===== src/rtl/bcc_pkg.sv =====
package bcc_pkg;
  typedef enum logic [2:0] {
    PH_IDLE = 3'd0,
    PH_T1   = 3'd1,
    PH_T2   = 3'd2,
    PH_T3   = 3'd3,
    PH_T4   = 3'd4
  } phase_e;

  localparam int REGION_W = 2;
  localparam logic [REGION_W-1:0] RGN_LOWER = 2'b01;
  localparam logic [REGION_W-1:0] RGN_UPPER = 2'b10;
endpackage


===== src/rtl/bcc_phase_seq.sv =====
module bcc_phase_seq
  import bcc_pkg::*;
(
  input  logic   clk_i,
  input  logic   rst_ni,
  input  logic   req_i,
  output phase_e phase_o,
  output logic   ready_o,
  output logic   accept_o
);
  phase_e phase_q, phase_d;

  assign ready_o  = (phase_q == PH_IDLE) || (phase_q == PH_T4);
  assign accept_o = ready_o && req_i;

  always_comb begin
    phase_d = phase_q;
    unique case (phase_q)
      PH_IDLE: if (req_i) phase_d = PH_T1;
      PH_T1:   phase_d = PH_T2;
      PH_T2:   phase_d = PH_T3;
      PH_T3:   phase_d = PH_T4;
      PH_T4:   phase_d = req_i ? PH_T1 : PH_IDLE;
      default: phase_d = PH_IDLE;
    endcase
  end

  always_ff @(posedge clk_i or negedge rst_ni) begin
    if (!rst_ni) phase_q <= PH_IDLE;
    else         phase_q <= phase_d;
  end

  assign phase_o = phase_q;

  p_t1_to_t2_r2: assert property (@(posedge clk_i) disable iff (!rst_ni)
    phase_q == PH_T1 |=> phase_q == PH_T2);
  p_t2_to_t3_r2: assert property (@(posedge clk_i) disable iff (!rst_ni)
    phase_q == PH_T2 |=> phase_q == PH_T3);
  p_t3_to_t4_r2: assert property (@(posedge clk_i) disable iff (!rst_ni)
    phase_q == PH_T3 |=> phase_q == PH_T4);
endmodule


===== src/rtl/bcc_strap_cfg.sv =====
module bcc_strap_cfg (
  input  logic clk_i,
  input  logic rst_ni,
  input  logic strap_mux_ni,
  output logic force_mux_o
);
  logic first_q;
  logic force_q;

  // strap taken on the first rising edge after reset release
  always_ff @(posedge clk_i or negedge rst_ni) begin
    if (!rst_ni) begin
      first_q <= 1'b1;
      force_q <= 1'b1;
    end else if (first_q) begin
      first_q <= 1'b0;
      force_q <= ~strap_mux_ni;
    end
  end

  assign force_mux_o = force_q;

  p_strap_hold_r6: assert property (@(posedge clk_i) disable iff (!rst_ni)
    !first_q |=> $stable(force_mux_o));
endmodule


===== src/rtl/bcc_strobe_gen.sv =====
module bcc_strobe_gen
  import bcc_pkg::*;
(
  input  logic   clk_i,
  input  logic   rst_ni,
  input  phase_e phase_i,
  input  logic   write_i,
  input  logic   bhe_ni,
  input  logic   a0_i,
  output logic   rd_no,
  output logic   whb_no,
  output logic   wlb_no
);
  logic strobe_win;
  logic wr_act;

  assign strobe_win = (phase_i == PH_T2) || (phase_i == PH_T3);
  assign wr_act     = strobe_win && write_i;

  assign rd_no  = ~(strobe_win && !write_i);
  assign whb_no = ~(wr_act && !bhe_ni);
  assign wlb_no = ~(wr_act && !a0_i);

  p_rw_excl_r10: assert property (@(posedge clk_i) disable iff (!rst_ni)
    !rd_no |-> (whb_no && wlb_no));
  p_quiet_outside_r8: assert property (@(posedge clk_i) disable iff (!rst_ni)
    (phase_i == PH_IDLE || phase_i == PH_T1 || phase_i == PH_T4)
      |-> (rd_no && whb_no && wlb_no));
endmodule


===== src/rtl/bcc_bus_drive.sv =====
module bcc_bus_drive
  import bcc_pkg::*;
#(
  parameter int DATA_W = 16
) (
  input  logic              clk_i,
  input  logic              rst_ni,
  input  phase_e            phase_i,
  input  logic              addr_on_ad_i,
  input  logic              write_i,
  input  logic [DATA_W-1:0] addr_lo_i,
  input  logic [DATA_W-1:0] wdata_i,
  input  logic [DATA_W-1:0] ad_i,
  output logic [DATA_W-1:0] ad_o,
  output logic              ad_oe_o,
  output logic [DATA_W-1:0] rdata_o,
  output logic              done_o
);
  logic half_q;
  logic addr_win;
  logic data_win;
  logic [DATA_W-1:0] rdata_q;

  // second half of T1 only: address lags the dedicated bus by half a clock
  always_ff @(negedge clk_i or negedge rst_ni) begin
    if (!rst_ni) half_q <= 1'b0;
    else         half_q <= (phase_i == PH_T1);
  end

  assign addr_win = (phase_i == PH_T1) && half_q && addr_on_ad_i;
  assign data_win = write_i &&
                    (phase_i == PH_T2 || phase_i == PH_T3 || phase_i == PH_T4);

  assign ad_oe_o = addr_win || data_win;
  assign ad_o    = addr_win ? addr_lo_i : wdata_i;

  always_ff @(posedge clk_i or negedge rst_ni) begin
    if (!rst_ni)                          rdata_q <= '0;
    else if (phase_i == PH_T3 && !write_i) rdata_q <= ad_i;
  end

  assign rdata_o = rdata_q;
  assign done_o  = (phase_i == PH_T4);

  p_read_float_r10: assert property (@(posedge clk_i) disable iff (!rst_ni)
    (!write_i && (phase_i == PH_T2 || phase_i == PH_T3 || phase_i == PH_T4))
      |-> !ad_oe_o);
  p_t1_float_r5: assert property (@(posedge clk_i) disable iff (!rst_ni)
    (phase_i == PH_T1 && !addr_on_ad_i) |-> !ad_oe_o);
  p_idle_float_r1: assert property (@(posedge clk_i) disable iff (!rst_ni)
    phase_i == PH_IDLE |-> !ad_oe_o);
endmodule


===== src/rtl/bus_cycle_ctrl.sv =====
module bus_cycle_ctrl
  import bcc_pkg::*;
#(
  parameter int ADDR_W = 20,
  parameter int DATA_W = 16
) (
  input  logic              clk_i,
  input  logic              rst_ni,
  input  logic              strap_mux_ni,
  input  logic              adis_lower_i,
  input  logic              adis_upper_i,
  input  logic              req_i,
  input  logic [ADDR_W-1:0] req_addr_i,
  input  logic [DATA_W-1:0] req_wdata_i,
  input  logic              req_write_i,
  input  logic              req_bhe_ni,
  input  logic [1:0]        req_region_i,
  output logic              req_ready_o,
  input  logic [DATA_W-1:0] ad_i,
  output logic [DATA_W-1:0] ad_o,
  output logic              ad_oe_o,
  output logic [ADDR_W-1:0] addr_o,
  output logic              rd_no,
  output logic              whb_no,
  output logic              wlb_no,
  output logic [DATA_W-1:0] rd_data_o,
  output logic              done_o
);
  localparam int LO_W = (DATA_W < ADDR_W) ? DATA_W : ADDR_W;

  phase_e phase;
  logic   accept;
  logic   force_mux;

  logic [ADDR_W-1:0] addr_q;
  logic [DATA_W-1:0] wdata_q;
  logic              write_q;
  logic              bhe_nq;
  logic              addr_on_ad_q;
  logic              region_adis;
  logic [DATA_W-1:0] addr_lo;

  bcc_phase_seq u_seq (
    .clk_i    (clk_i),
    .rst_ni   (rst_ni),
    .req_i    (req_i),
    .phase_o  (phase),
    .ready_o  (req_ready_o),
    .accept_o (accept)
  );

  bcc_strap_cfg u_strap (
    .clk_i        (clk_i),
    .rst_ni       (rst_ni),
    .strap_mux_ni (strap_mux_ni),
    .force_mux_o  (force_mux)
  );

  always_comb begin
    unique case (req_region_i)
      RGN_LOWER: region_adis = adis_lower_i;
      RGN_UPPER: region_adis = adis_upper_i;
      default:   region_adis = 1'b0;
    endcase
  end

  always_ff @(posedge clk_i or negedge rst_ni) begin
    if (!rst_ni) begin
      addr_q       <= '0;
      wdata_q      <= '0;
      write_q      <= 1'b0;
      bhe_nq       <= 1'b1;
      addr_on_ad_q <= 1'b1;
    end else if (accept) begin
      addr_q       <= req_addr_i;
      wdata_q      <= req_wdata_i;
      write_q      <= req_write_i;
      bhe_nq       <= req_bhe_ni;
      addr_on_ad_q <= force_mux || !region_adis;
    end
  end

  always_comb begin
    addr_lo = '0;
    addr_lo[LO_W-1:0] = addr_q[LO_W-1:0];
  end

  assign addr_o = addr_q;

  bcc_strobe_gen u_strobe (
    .clk_i   (clk_i),
    .rst_ni  (rst_ni),
    .phase_i (phase),
    .write_i (write_q),
    .bhe_ni  (bhe_nq),
    .a0_i    (addr_q[0]),
    .rd_no   (rd_no),
    .whb_no  (whb_no),
    .wlb_no  (wlb_no)
  );

  bcc_bus_drive #(.DATA_W(DATA_W)) u_drive (
    .clk_i        (clk_i),
    .rst_ni       (rst_ni),
    .phase_i      (phase),
    .addr_on_ad_i (addr_on_ad_q),
    .write_i      (write_q),
    .addr_lo_i    (addr_lo),
    .wdata_i      (wdata_q),
    .ad_i         (ad_i),
    .ad_o         (ad_o),
    .ad_oe_o      (ad_oe_o),
    .rdata_o      (rd_data_o),
    .done_o       (done_o)
  );

  p_addr_hold_r3: assert property (@(posedge clk_i) disable iff (!rst_ni)
    (phase == PH_T2 || phase == PH_T3 || phase == PH_T4) |-> $stable(addr_o));
  p_ready_busy_r2: assert property (@(posedge clk_i) disable iff (!rst_ni)
    (phase == PH_T1 || phase == PH_T2 || phase == PH_T3) |-> !req_ready_o);
endmodule


===== config.mk =====
export PLATFORM = sky130hd
export DESIGN_NAME = bus_cycle_ctrl
export DESIGN_NICKNAME = d
export VERILOG_FILES = /design/src/rtl/bcc_pkg.sv /design/src/rtl/bcc_phase_seq.sv /design/src/rtl/bcc_strap_cfg.sv /design/src/rtl/bcc_strobe_gen.sv /design/src/rtl/bcc_bus_drive.sv /design/src/rtl/bus_cycle_ctrl.sv
export SDC_FILE = /design/constraint.sdc
export NUM_CORES = 1
export LEC_CHECK = 0
export BUFFER_PORTS_ARGS = -buffer_cell sky130_fd_sc_hd__clkbuf_2
export CAP_MARGIN = 5
export CELL_PAD_IN_SITES_DETAIL_PLACEMENT = 1
export CELL_PAD_IN_SITES_GLOBAL_PLACEMENT = 2
export CORE_MARGIN = 2
export CORE_UTILIZATION = 30
export CTS_CLUSTER_SIZE = 14
export DETAILED_ROUTE_END_ITERATION = 8
export GPL_TIMING_DRIVEN = 0
export HOLD_SLACK_MARGIN = 0.1
export PLACE_DENSITY_LB_ADDON = 0.1
export SLEW_MARGIN = 20
export SYNTH_ARGS = -nofsm -noshare
export SYNTH_HDL_FRONTEND = slang
export SYNTH_SLANG_ARGS = --single-unit

===== constraint.sdc =====
create_clock -name clk_i -period 2.1 [get_ports clk_i]
set_input_delay 0.21 -clock clk_i [delete_from_list [all_inputs] [get_ports clk_i]]
set_output_delay 0.21 -clock clk_i [all_outputs]
set_load 0.02 [all_outputs]

# --- After elaboration in Yosys (flattened, before gate mapping) ---
# Index checks and enable logic that the tools add are counted.
# W data, S select, Z words.
totals:
  reg_bits: 61
  out_inout_bits: 58
  word_cells: 45
op_classes:
  n_eq_ne: 7
  n_mux: 5
  bitwise_logic: 4
  reduce_logical: 19
ops:
  columns: ["cell", "n"]
  rows:
  - ["$mux W16", 1]
  - ["$pmux W3 S5", 1]
  - ["$logic_and A1 B1 Y1", 9]
  - ["$eq A3 B2 Y1 const B", 2]
  - ["$logic_or A1 B1 Y1", 5]
  - ["$logic_not A1 Y1", 4]
  - ["$not A1 Y1", 4]
  - ["$eq A3 B1 Y1 const B", 1]
  - ["$eq A3 B3 Y1 const B", 1]
  - ["$logic_not A3 Y1", 1]
  - ["$mux W3", 1]
  - ["$eq A2 B1 Y1 const B", 1]
  - ["$eq A2 B2 Y1 const B", 1]
  - ["$ne A2 B2 Y1 const B", 1]
  - ["$pmux W1 S2", 1]
  - ["$mux W1", 1]

# --- Longest topological paths before layout ---
# Gate-level depths: netlist of run 1.
logic_depth:
  depth_word: 5
  depth_mapped: 6
  depth_no_buf: 5

# --- Hierarchy ---
# From an unflattened synthesis of run 1, not the netlist that was laid out.
hier_totals:
  hier_cells: 168
  hier_area_um2: 2653.8
by_module_without_submodules:
  columns: ["module", "n_inst", "cells_each", "area_per_inst_um2"]
  rows:
  - ["bus_cycle_ctrl", 1, 89, 1506.4]
  - ["bcc_bus_drive", 1, 60, 929.6]
  - ["bcc_phase_seq", 1, 11, 116.4]
  - ["bcc_strap_cfg", 1, 5, 70.1]
  - ["bcc_strobe_gen", 1, 3, 31.3]

==> metrics.sh, run 1 <==
FINALHOLDVIOLATIONS=0
TOTAL_LEAKAGE_POWER_nW=2.094
MAXIMUM_NUMBER_OF_PINS_ON_ONE_NET_BEFORE_GLOBAL_ROUTE_REPAIR=33
ASYNC_RESET_FF_FRAC=1.000
SYNTH_FP_NETS=235
FINISH.NET_COUNT=420
FINALWIRELENGTH_UM=6908
CLK_PIN_SLEW_WORST_PATHS_NS=0.06
N_FILL_CELL=935
SETUP-VIOLATIONS-FINAL=17
WORSTSETUPENDPOINTTYPE='primary output'
GRT_PASS1_VIAS=2231
CTS-ROOT-BUF='sky130_fd_sc_hd__clkbuf_8'
DIEAREA_MM2=0.009757
CHIPWIDTH_UM=98.78
VIA_COUNT=2055
LAYOUT.CELLS.MOST_COMMON_LIST='sky130_fd_sc_hd__clkbuf_2 (101), sky130_fd_sc_hd__dfrtp_1 (56), sky130_fd_sc_hd__dlygate4sd3_1 (50), sky130_fd_sc_hd__mux2_2 (42), sky130_fd_sc_hd__mux2_4 (26)'
INSERTEDDIODECOUNT=0
YS_SEQ_ELEMENTS=61
START_KIND='flop'
CTS_HTREE_LEVELS=3
POST_SYNTH_NUM_CELL_TYPES=27
PORTBUFFERS=119
CRITICAL_PATH_MAXIMUM_FANOUT=5
CP_SLOWEST_STAGE_DELAY_NS=0.38
CTS_TREE='done'
CRITICAL-PATH-TOP-DELAY-FAMILY='buffers and inverters'
MAX_CAP_VIOLATIONS=0
MULTI_INPUT_AREA_MM2=0.001074
INITIAL_CORE_UTIL=0.3090
VIOLATED_CHECKS='negative setup slack'
CRITICAL_PATH_REQUIRED_NS=1.89
TIMING.HOLD.WORST.CLASS='input port to flop'
CP_COMMON_CELL='sky130_fd_sc_hd__buf_6'
GRT_FIRST_PASS_WIRELENGTH_UM=11100
CRIT_PATH_TOP_DELAY_CELL='sky130_fd_sc_hd__dfrtn_1'
SYNTH-WARNING-COUNT=0
CORE_AREA_MM2=0.008721
IO-PIN-COUNT=120
CELLPOWERDENSITY_mW_PER_MM2=1500
CLOCKBUFFERDEPTH=2
POST_SYNTH_INSTANCE_AREA_MM2=0.002695
DETAIL_ROUTE.FIRST_PASS.ITERATIONS=2
SYNTH.YOSYS.SEQ_AREA_SHARE=0.5682
AVGSYNTHCELLAREA_UM2=15.76
WL_PER_CELL_UM=14.73
POST-ROUTE-CELL-AREA_MM2=0.004369
DP_HPWL_UM=4510
GRT_SETUP_UNREPAIRED='true'
SYNTH-MAIN-FF-CELL='sky130_fd_sc_hd__dfrtp_1'
TOTAL_POWER_mW=6.552
FINAL_WORST_SLACK_NS=-0.7451
DR.FIRST_ITER.DRC_COUNT=24
AREA_GROW_SYN2LAYOUT_PCT=62.12
STATUS='complete, but fails checks'
PLACED_CELL_AREA_MM2=0.003451
DRCVIOLATIONCOUNT=0
CP_CELL_SEQUENCE='and3_1, buf_6, clkbuf_16, mux2_4, buf_6'
STD_CELL_ROWS=34
GRT_OVERFLOW=0
TNS_NS=-12.37
DRIVE_GT1_FRAC=0.6288
SYN_INST=171
VDD.IR_DROP.WORST_mV=0.5879
CRITICAL_PATH_CLASS='flop to primary output'
HOLD-WORST-SLACK_NS=0.1176
TRITONCTS_NUM_SINKS=61
DIE-HEIGHT_UM=98.78
SYNTH_EDF_COUNT=0
SOURCE_TO_SINK_CLOCK_DELAY_AT_THE_LATER_PIN_OF_THE_WORST_SKEW_PAIR_NS=0.33
PATH_BUF_INV=3
ROUTABILITYCONGESTION=0.6581
COUNT_OF_NETS_LEFT_WITH_ANTENNA_VIOLATIONS_AFTER_DETAIL_ROUTING=0
CTS_BUFFERS=9
LAYOUT_COMMONEST_CELL='sky130_fd_sc_hd__clkbuf_2'
CRITICAL_PATH_ARRIVAL_NS=2.64
GRT_UTIL_ALL_LAYERS=0.1468
CLOCK_SKEW_NS=0.008710
SLEW_VIOL_FINAL=0
AREA.SEQUENTIAL_MM2=0.001531
ROUTE.DETAILED.VIAS_PER_INST=4.382
NUMBER_OF_ANTENNA_VIOLATIONS_AT_THE_FIRST_CHECK_IN_GLOBAL_ROUTING=0
==> power by group <==
group          switching (mW)  leakage [nW]  internal (mW)  total [mW]
registers               0.336         0.720           1.77        2.10
clock network           0.480        0.0836          0.490       0.969
logic                    1.62          1.29           1.86        3.48
==> repair_timing <==
| item | in CTS | in global routing |
|---|---|---|
| setup endpoints to repair | 17 | 17 |
| hold buffers | 46 | 4 |
| buffers inserted | 2 | 1 |
| cloned | 0 | 1 |
| hold endpoints to repair | 74 | 4 |
| resized for setup | 23 | 37 |
==> cell usage after synthesis, drive strengths merged (2+ instances only) <==
library cell | instances | area (µm²)
nand2b | 2 | 12.51
inv | 3 | 11.26
dfrtp | 56 | 1401
a21oi | 3 | 15.01
dfstp | 4 | 105.1
nand3b | 2 | 15.01
ha | 2 | 25.02
nor2 | 5 | 18.77
buf | 11 | 112.6
mux2 | 70 | 859.6
nor3b | 3 | 32.53
==> per-stage QoR <==
stage	instances	util	setup slack, ns
after floorplan	171	-	-0.2617
after detailed placement	399	0.3957	-0.4681
after global placement	398	0.3931	-0.5713
after CTS	463	0.4841	-0.7671
final	469	0.5010	-0.7451
after global routing	469	0.5010	-0.7957
==> worst register-to-register path, cell delays in order (launching register included) <==
cell and delay [ns]:
sky130_fd_sc_hd__dfrtp_1 0.37, sky130_fd_sc_hd__buf_6 0.13, sky130_fd_sc_hd__nor3b_2 0.16
==> state kept, by name, indices dropped and copies added, names as in the netlist <==
name	flops
u_strap.force_mux_o	1
u_drive.rdata_o	16
u_drive.half_q	1
addr_o	20
wdata_q	16
bhe_nq	1
u_seq.phase_o	3
addr_on_ad_q	1
u_strap.first_q	1
write_q	1
==> per-layer routing <==
| metal | vias to the layer above | share of wire | track usage | routed length [µm] |
|---|---|---|---|---|
| met3 | 2 | 0.068 | 0.06099 | 469 |
| met4 | 0 | 0.0048 | 0.03793 | 33 |
| met1 | 1014 | 0.43 | 0.1757 | 2937 |
| met2 | 74 | 0.50 | 0.2453 | 3468 |
| met5 | - | 0 | 0 | 0 |
| li1 | 965 | - | - | - |
==> kinds of logic (layout without fill, tap and decap cells) <==
logic type,count (synthesis),in the layout,share of synthesized area
AND/OR/NAND/NOR,17,17,0.04271
XOR/XNOR,1,1,0.003250
AO/OA/AOI/OAI,5,5,0.01021
multiplexers,70,70,0.3189
other,1,1,0.001391
buffers and inverters,14,204,0.04596
flip-flops,61,61,0.5682
adder cells (fa/ha/maj),2,2,0.009284
==> final timing paths <==
| check | startpoint | endpoint | depth (start not counted) | slack, ns |
|---|---|---|---|---|
| setup reg to reg | u_seq.phase_o[0]$_DFFE_PN0P_ | u_drive.half_q$_DFF_NN0_ | 2 | 0.23 |
| hold reg to reg | u_strap.first_q$_DFF_PN1_ | u_strap.force_mux_o$_DFFE_PN1P_ | 2 | 0.49 |
| min in group asynchronous | rst_ni | u_drive.rdata_o[12]$_DFFE_PN0P_ | 2 | 0.38 |
| max in group asynchronous | rst_ni | u_drive.half_q$_DFF_NN0_ | 3 | 0.22 |
| hold / removal | req_addr_i[11] | addr_o[11]$_DFFE_PN0P_ | 2 | 0.12 |
| setup / recovery | u_drive.half_q$_DFF_NN0_ | ad_o[11] | 5 | -0.75 |
==> final cells by class <==
| class | instances | area share |
|---|---|---|
| buffer | 11 | 0.02577 |
| clock buffer | 11 | 0.03465 |
| clock inverter | 5 | 0.008018 |
| inverter | 3 | 0.002577 |
| multi-input combinational | 96 | 0.2457 |
| sequential | 61 | 0.3505 |
| tap | 108 | 0.03093 |
| timing repair buffer | 174 | 0.3018 |
Note: power is estimated with default switching activity, not from simulation.
==> run 2: changes to the inputs <==
--- a/config.mk
+++ b/config.mk
@@ -7,15 +7,12 @@
 export LEC_CHECK = 0
 export BUFFER_PORTS_ARGS = -buffer_cell sky130_fd_sc_hd__clkbuf_2
 export CAP_MARGIN = 5
-export CELL_PAD_IN_SITES_DETAIL_PLACEMENT = 1
-export CELL_PAD_IN_SITES_GLOBAL_PLACEMENT = 2
 export CORE_MARGIN = 2
-export CORE_UTILIZATION = 30
+export CORE_UTILIZATION = 35
 export CTS_CLUSTER_SIZE = 14
 export DETAILED_ROUTE_END_ITERATION = 8
 export GPL_TIMING_DRIVEN = 0
 export HOLD_SLACK_MARGIN = 0.1
-export PLACE_DENSITY_LB_ADDON = 0.1
 export SLEW_MARGIN = 20
 export SYNTH_ARGS = -nofsm -noshare
 export SYNTH_HDL_FRONTEND = slang
==> metrics.sh, run 2 (synthesized netlist as in run 1, its figures left out) <==
AREA_GROW_SYN2LAYOUT_PCT=51.58
AREA.SEQUENTIAL_MM2=0.001531  # unchanged
N_FILL_CELL=636  # -32%
GRT_SETUP_UNREPAIRED='true'
START_KIND='flop'
DRIVE_GT1_FRAC=0.6858  # +0.05699
CLOCKBUFFERDEPTH=2  # unchanged
CRITICAL_PATH_ARRIVAL_NS=2.62  # -0.02 ns
CRITICAL_PATH_REQUIRED_NS=1.89  # about the same
POST-ROUTE-CELL-AREA_MM2=0.004085  # -6.5%
DRCVIOLATIONCOUNT=0  # unchanged
TOTAL_LEAKAGE_POWER_nW=1.990  # -4.9%
SOURCE_TO_SINK_CLOCK_DELAY_AT_THE_LATER_PIN_OF_THE_WORST_SKEW_PAIR_NS=0.32  # about the same
CTS_TREE='done'
PORTBUFFERS=119  # unchanged
WHS_ENDPOINT='wdata_q[6]$_DFFE_PN0P_'
DR_WL_MET3_UM=406  # -13%
FF2FF_SETUP_SLACK_NS=0.23  # about the same
ROUTABILITYCONGESTION=0.6773  # +2.9%
HOLD_DEPTH=2  # unchanged
NUMBER_OF_FLIP_FLOPS_UNDER_THE_LARGEST_REGISTER_NAME=20  # unchanged
VIA_COUNT=1911  # -7.0%
GRT_OVERFLOW=0  # unchanged
FINALHOLDVIOLATIONS=0  # unchanged
RR_WORST_DEPTH=2  # unchanged
SETUP-VIOLATIONS-FINAL=17  # unchanged
CLK_PIN_SLEW_WORST_PATHS_NS=0.07  # about the same
DIE-HEIGHT_UM=91.75  # -7.1%
STD_CELL_ROWS=31  # -8.8%
DETAIL_ROUTE.FIRST_PASS.ITERATIONS=4  # +2
CTS_HTREE_LEVELS=3  # unchanged
CORE_AREA_MM2=0.007370  # -15%
TRITONCTS_NUM_SINKS=61  # unchanged
TOPROUTINGLAYERUSED='met4'
PLACED_CELL_AREA_MM2=0.003447  # -0.11%
DETAILEDPLACE.WORSTSLACK_NS=-0.4703  # -0.002192 ns
INSERTEDDIODECOUNT=0  # unchanged
DP_HPWL_UM=4020  # -11%
COUNT_OF_NETS_LEFT_WITH_ANTENNA_VIOLATIONS_AFTER_DETAIL_ROUTING=0  # unchanged
LAYOUT.CELLS.MOST_COMMON_LIST='sky130_fd_sc_hd__clkbuf_2 (101), sky130_fd_sc_hd__dfrtp_1 (56), sky130_fd_sc_hd__mux2_2 (42), sky130_fd_sc_hd__mux2_4 (26), sky130_fd_sc_hd__dlygate4sd3_1 (20)'
CRITICAL-PATH-TOP-DELAY-FAMILY='flip-flops'
WORSTSETUPENDPOINTTYPE='primary output'
FINISH.NET_COUNT=390  # -7.1%
GRT_FIRST_PASS_WIRELENGTH_UM=9542  # -14%
GRT_PASS1_VIAS=2001  # -10%
M1WIRELENGTH_UM=2556  # -13%
VIOLATED_CHECKS='negative setup slack'
NUMBER_OF_ANTENNA_VIOLATIONS_AT_THE_FIRST_CHECK_IN_GLOBAL_ROUTING=0  # unchanged
MAXIMUM_NUMBER_OF_PINS_ON_ONE_NET_BEFORE_GLOBAL_ROUTE_REPAIR=46  # +39%
PATH_BUF_INV=2  # -1
FINAL_WORST_SLACK_NS=-0.7277  # +0.01738 ns
ROUTE.DETAILED.VIAS_PER_INST=4.444  # +1.4%
MAX_CAP_VIOLATIONS=0  # unchanged
REG2REG_FROM='u_seq.phase_o[0]$_DFFE_PN0P_'
CRIT_PATH_TOP_DELAY_CELL='sky130_fd_sc_hd__dfrtn_1'
SLEW_VIOL_FINAL=0  # unchanged
STATUS='complete, but fails checks'
HOLDCRITSTARTPOINT='req_wdata_i[6]'
CP_SLOWEST_STAGE_DELAY_NS=0.39  # about the same
VDD.IR_DROP.WORST_mV=0.8831  # +50%
CHIPWIDTH_UM=91.75  # -7.1%
WORST_R2R_ENDPOINT='u_drive.half_q$_DFF_NN0_'
LAYOUT_COMMONEST_CELL='sky130_fd_sc_hd__clkbuf_2'
TOTAL_POWER_mW=6.574  # +0.34%
DR_WL_MET2_UM=2755  # -21%
CRITICAL_PATH_MAXIMUM_FANOUT=5  # unchanged
CTS-ROOT-BUF='sky130_fd_sc_hd__clkbuf_8'
FINALWIRELENGTH_UM=5816  # -16%
CELLPOWERDENSITY_mW_PER_MM2=1609  # +7.3%
CLOCK_SKEW_NS=0.008031  # -0.0006794 ns
CTS_BUFFERS=9  # unchanged
MULTI_INPUT_AREA_MM2=0.001079  # +0.47%
CRITICAL_PATH_CLASS='flop to primary output'
INITIAL_CORE_UTIL=0.3657  # +0.05667
TIMING.HOLD.WORST.CLASS='input port to flop'
IO-PIN-COUNT=120  # unchanged
CP_CELL_SEQUENCE='and3_4, clkbuf_16, mux2_4, buf_6'
WL_PER_CELL_UM=13.53  # -8.2%
DR.FIRST_ITER.DRC_COUNT=24  # unchanged
GRT_UTIL_ALL_LAYERS=0.1449  # -0.001945
DIEAREA_MM2=0.008418  # -14%
-- run 2: cell types whose count changed in the layout (fill, tap and decap cells not counted) --
cell | before | now
sky130_fd_sc_hd__dlygate4sd3_1 | 50 | 20
sky130_fd_sc_hd__and3_1 | 1 | 0
sky130_fd_sc_hd__bufinv_16 | 0 | 1
sky130_fd_sc_hd__buf_16 | 0 | 1
sky130_fd_sc_hd__buf_8 | 8 | 6
sky130_fd_sc_hd__and3_4 | 0 | 1
sky130_fd_sc_hd__clkinvlp_4 | 4 | 1
sky130_fd_sc_hd__buf_6 | 14 | 12
sky130_fd_sc_hd__clkbuf_1 | 0 | 1
sky130_fd_sc_hd__buf_4 | 2 | 4
sky130_fd_sc_hd__clkbuf_8 | 11 | 14
sky130_fd_sc_hd__buf_12 | 4 | 3
-- run 2: final cells by class --
class / count / area share
clock inverter: 3 / 0.01041
tap: 99 / 0.03032
multi-input combinational: 96 / 0.2640
buffer: 10 / 0.02481
timing repair buffer: 145 / 0.2515
inverter: 3 / 0.002757
clock buffer: 13 / 0.04135
sequential: 61 / 0.3749
-- run 2: power breakdown --
group / total, mW / internal (mW) / switching, mW
sequential: 2.10 / 1.77 / 0.328
combinational: 3.40 / 1.82 / 1.58
clock: 1.08 / 0.644 / 0.433
-- run 2: worst reg2reg max path: stages, from the launching register on --
cell and delay (ns):
sky130_fd_sc_hd__dfrtp_1 0.37, sky130_fd_sc_hd__buf_6 0.13, sky130_fd_sc_hd__nor3b_2 0.15
-- run 2: through the flow --
| step | util | hold slack, ns | cells | setup TNS (ns) |
|---|---|---|---|---|
| after floorplan | - | -0.08559 | 171 | -3.736 |
| after global placement | 0.4637 | 0.3484 | 389 | -7.129 |
| after detailed placement | 0.4677 | 0.1309 | 390 | -6.800 |
| after CTS | 0.5424 | 0.1002 | 430 | -12.60 |
| after global routing | 0.5543 | 0.1080 | 430 | -12.82 |
| final | 0.5543 | 0.1153 | 430 | -11.93 |
-- run 2: routing by layer --
layer,GRT usage,vias up
li1,-,905
met1,0.1899,920
met2,0.2230,78
met3,0.04026,8
met4,0.06716,0
met5,0,-
-- run 2: worst max-delay path by stage --
stage,startpoint,to,slack [ns],depth (start not counted)
detailed placement,u_drive.half_q$_DFF_NN0_,ad_o[9],-0.47,5
global route,u_drive.half_q$_DFF_NN0_,ad_o[14],-0.78,4
global placement,rst_ni,u_drive.half_q$_DFF_NN0_,-0.51,1
floorplan,u_drive.half_q$_DFF_NN0_,ad_o[10],-0.26,4
CTS,u_drive.half_q$_DFF_NN0_,ad_o[9],-0.77,5
finish,u_drive.half_q$_DFF_NN0_,ad_o[14],-0.73,4
-- run 2: what timing repair did --
item                                    CTS  global route
hold endpoints to repair                 70             0
hold buffers                             20             0
gates cloned                              0             1
endpoints found under the setup margin   17            17
resized for setup                        23            35
setup buffers                             4             0
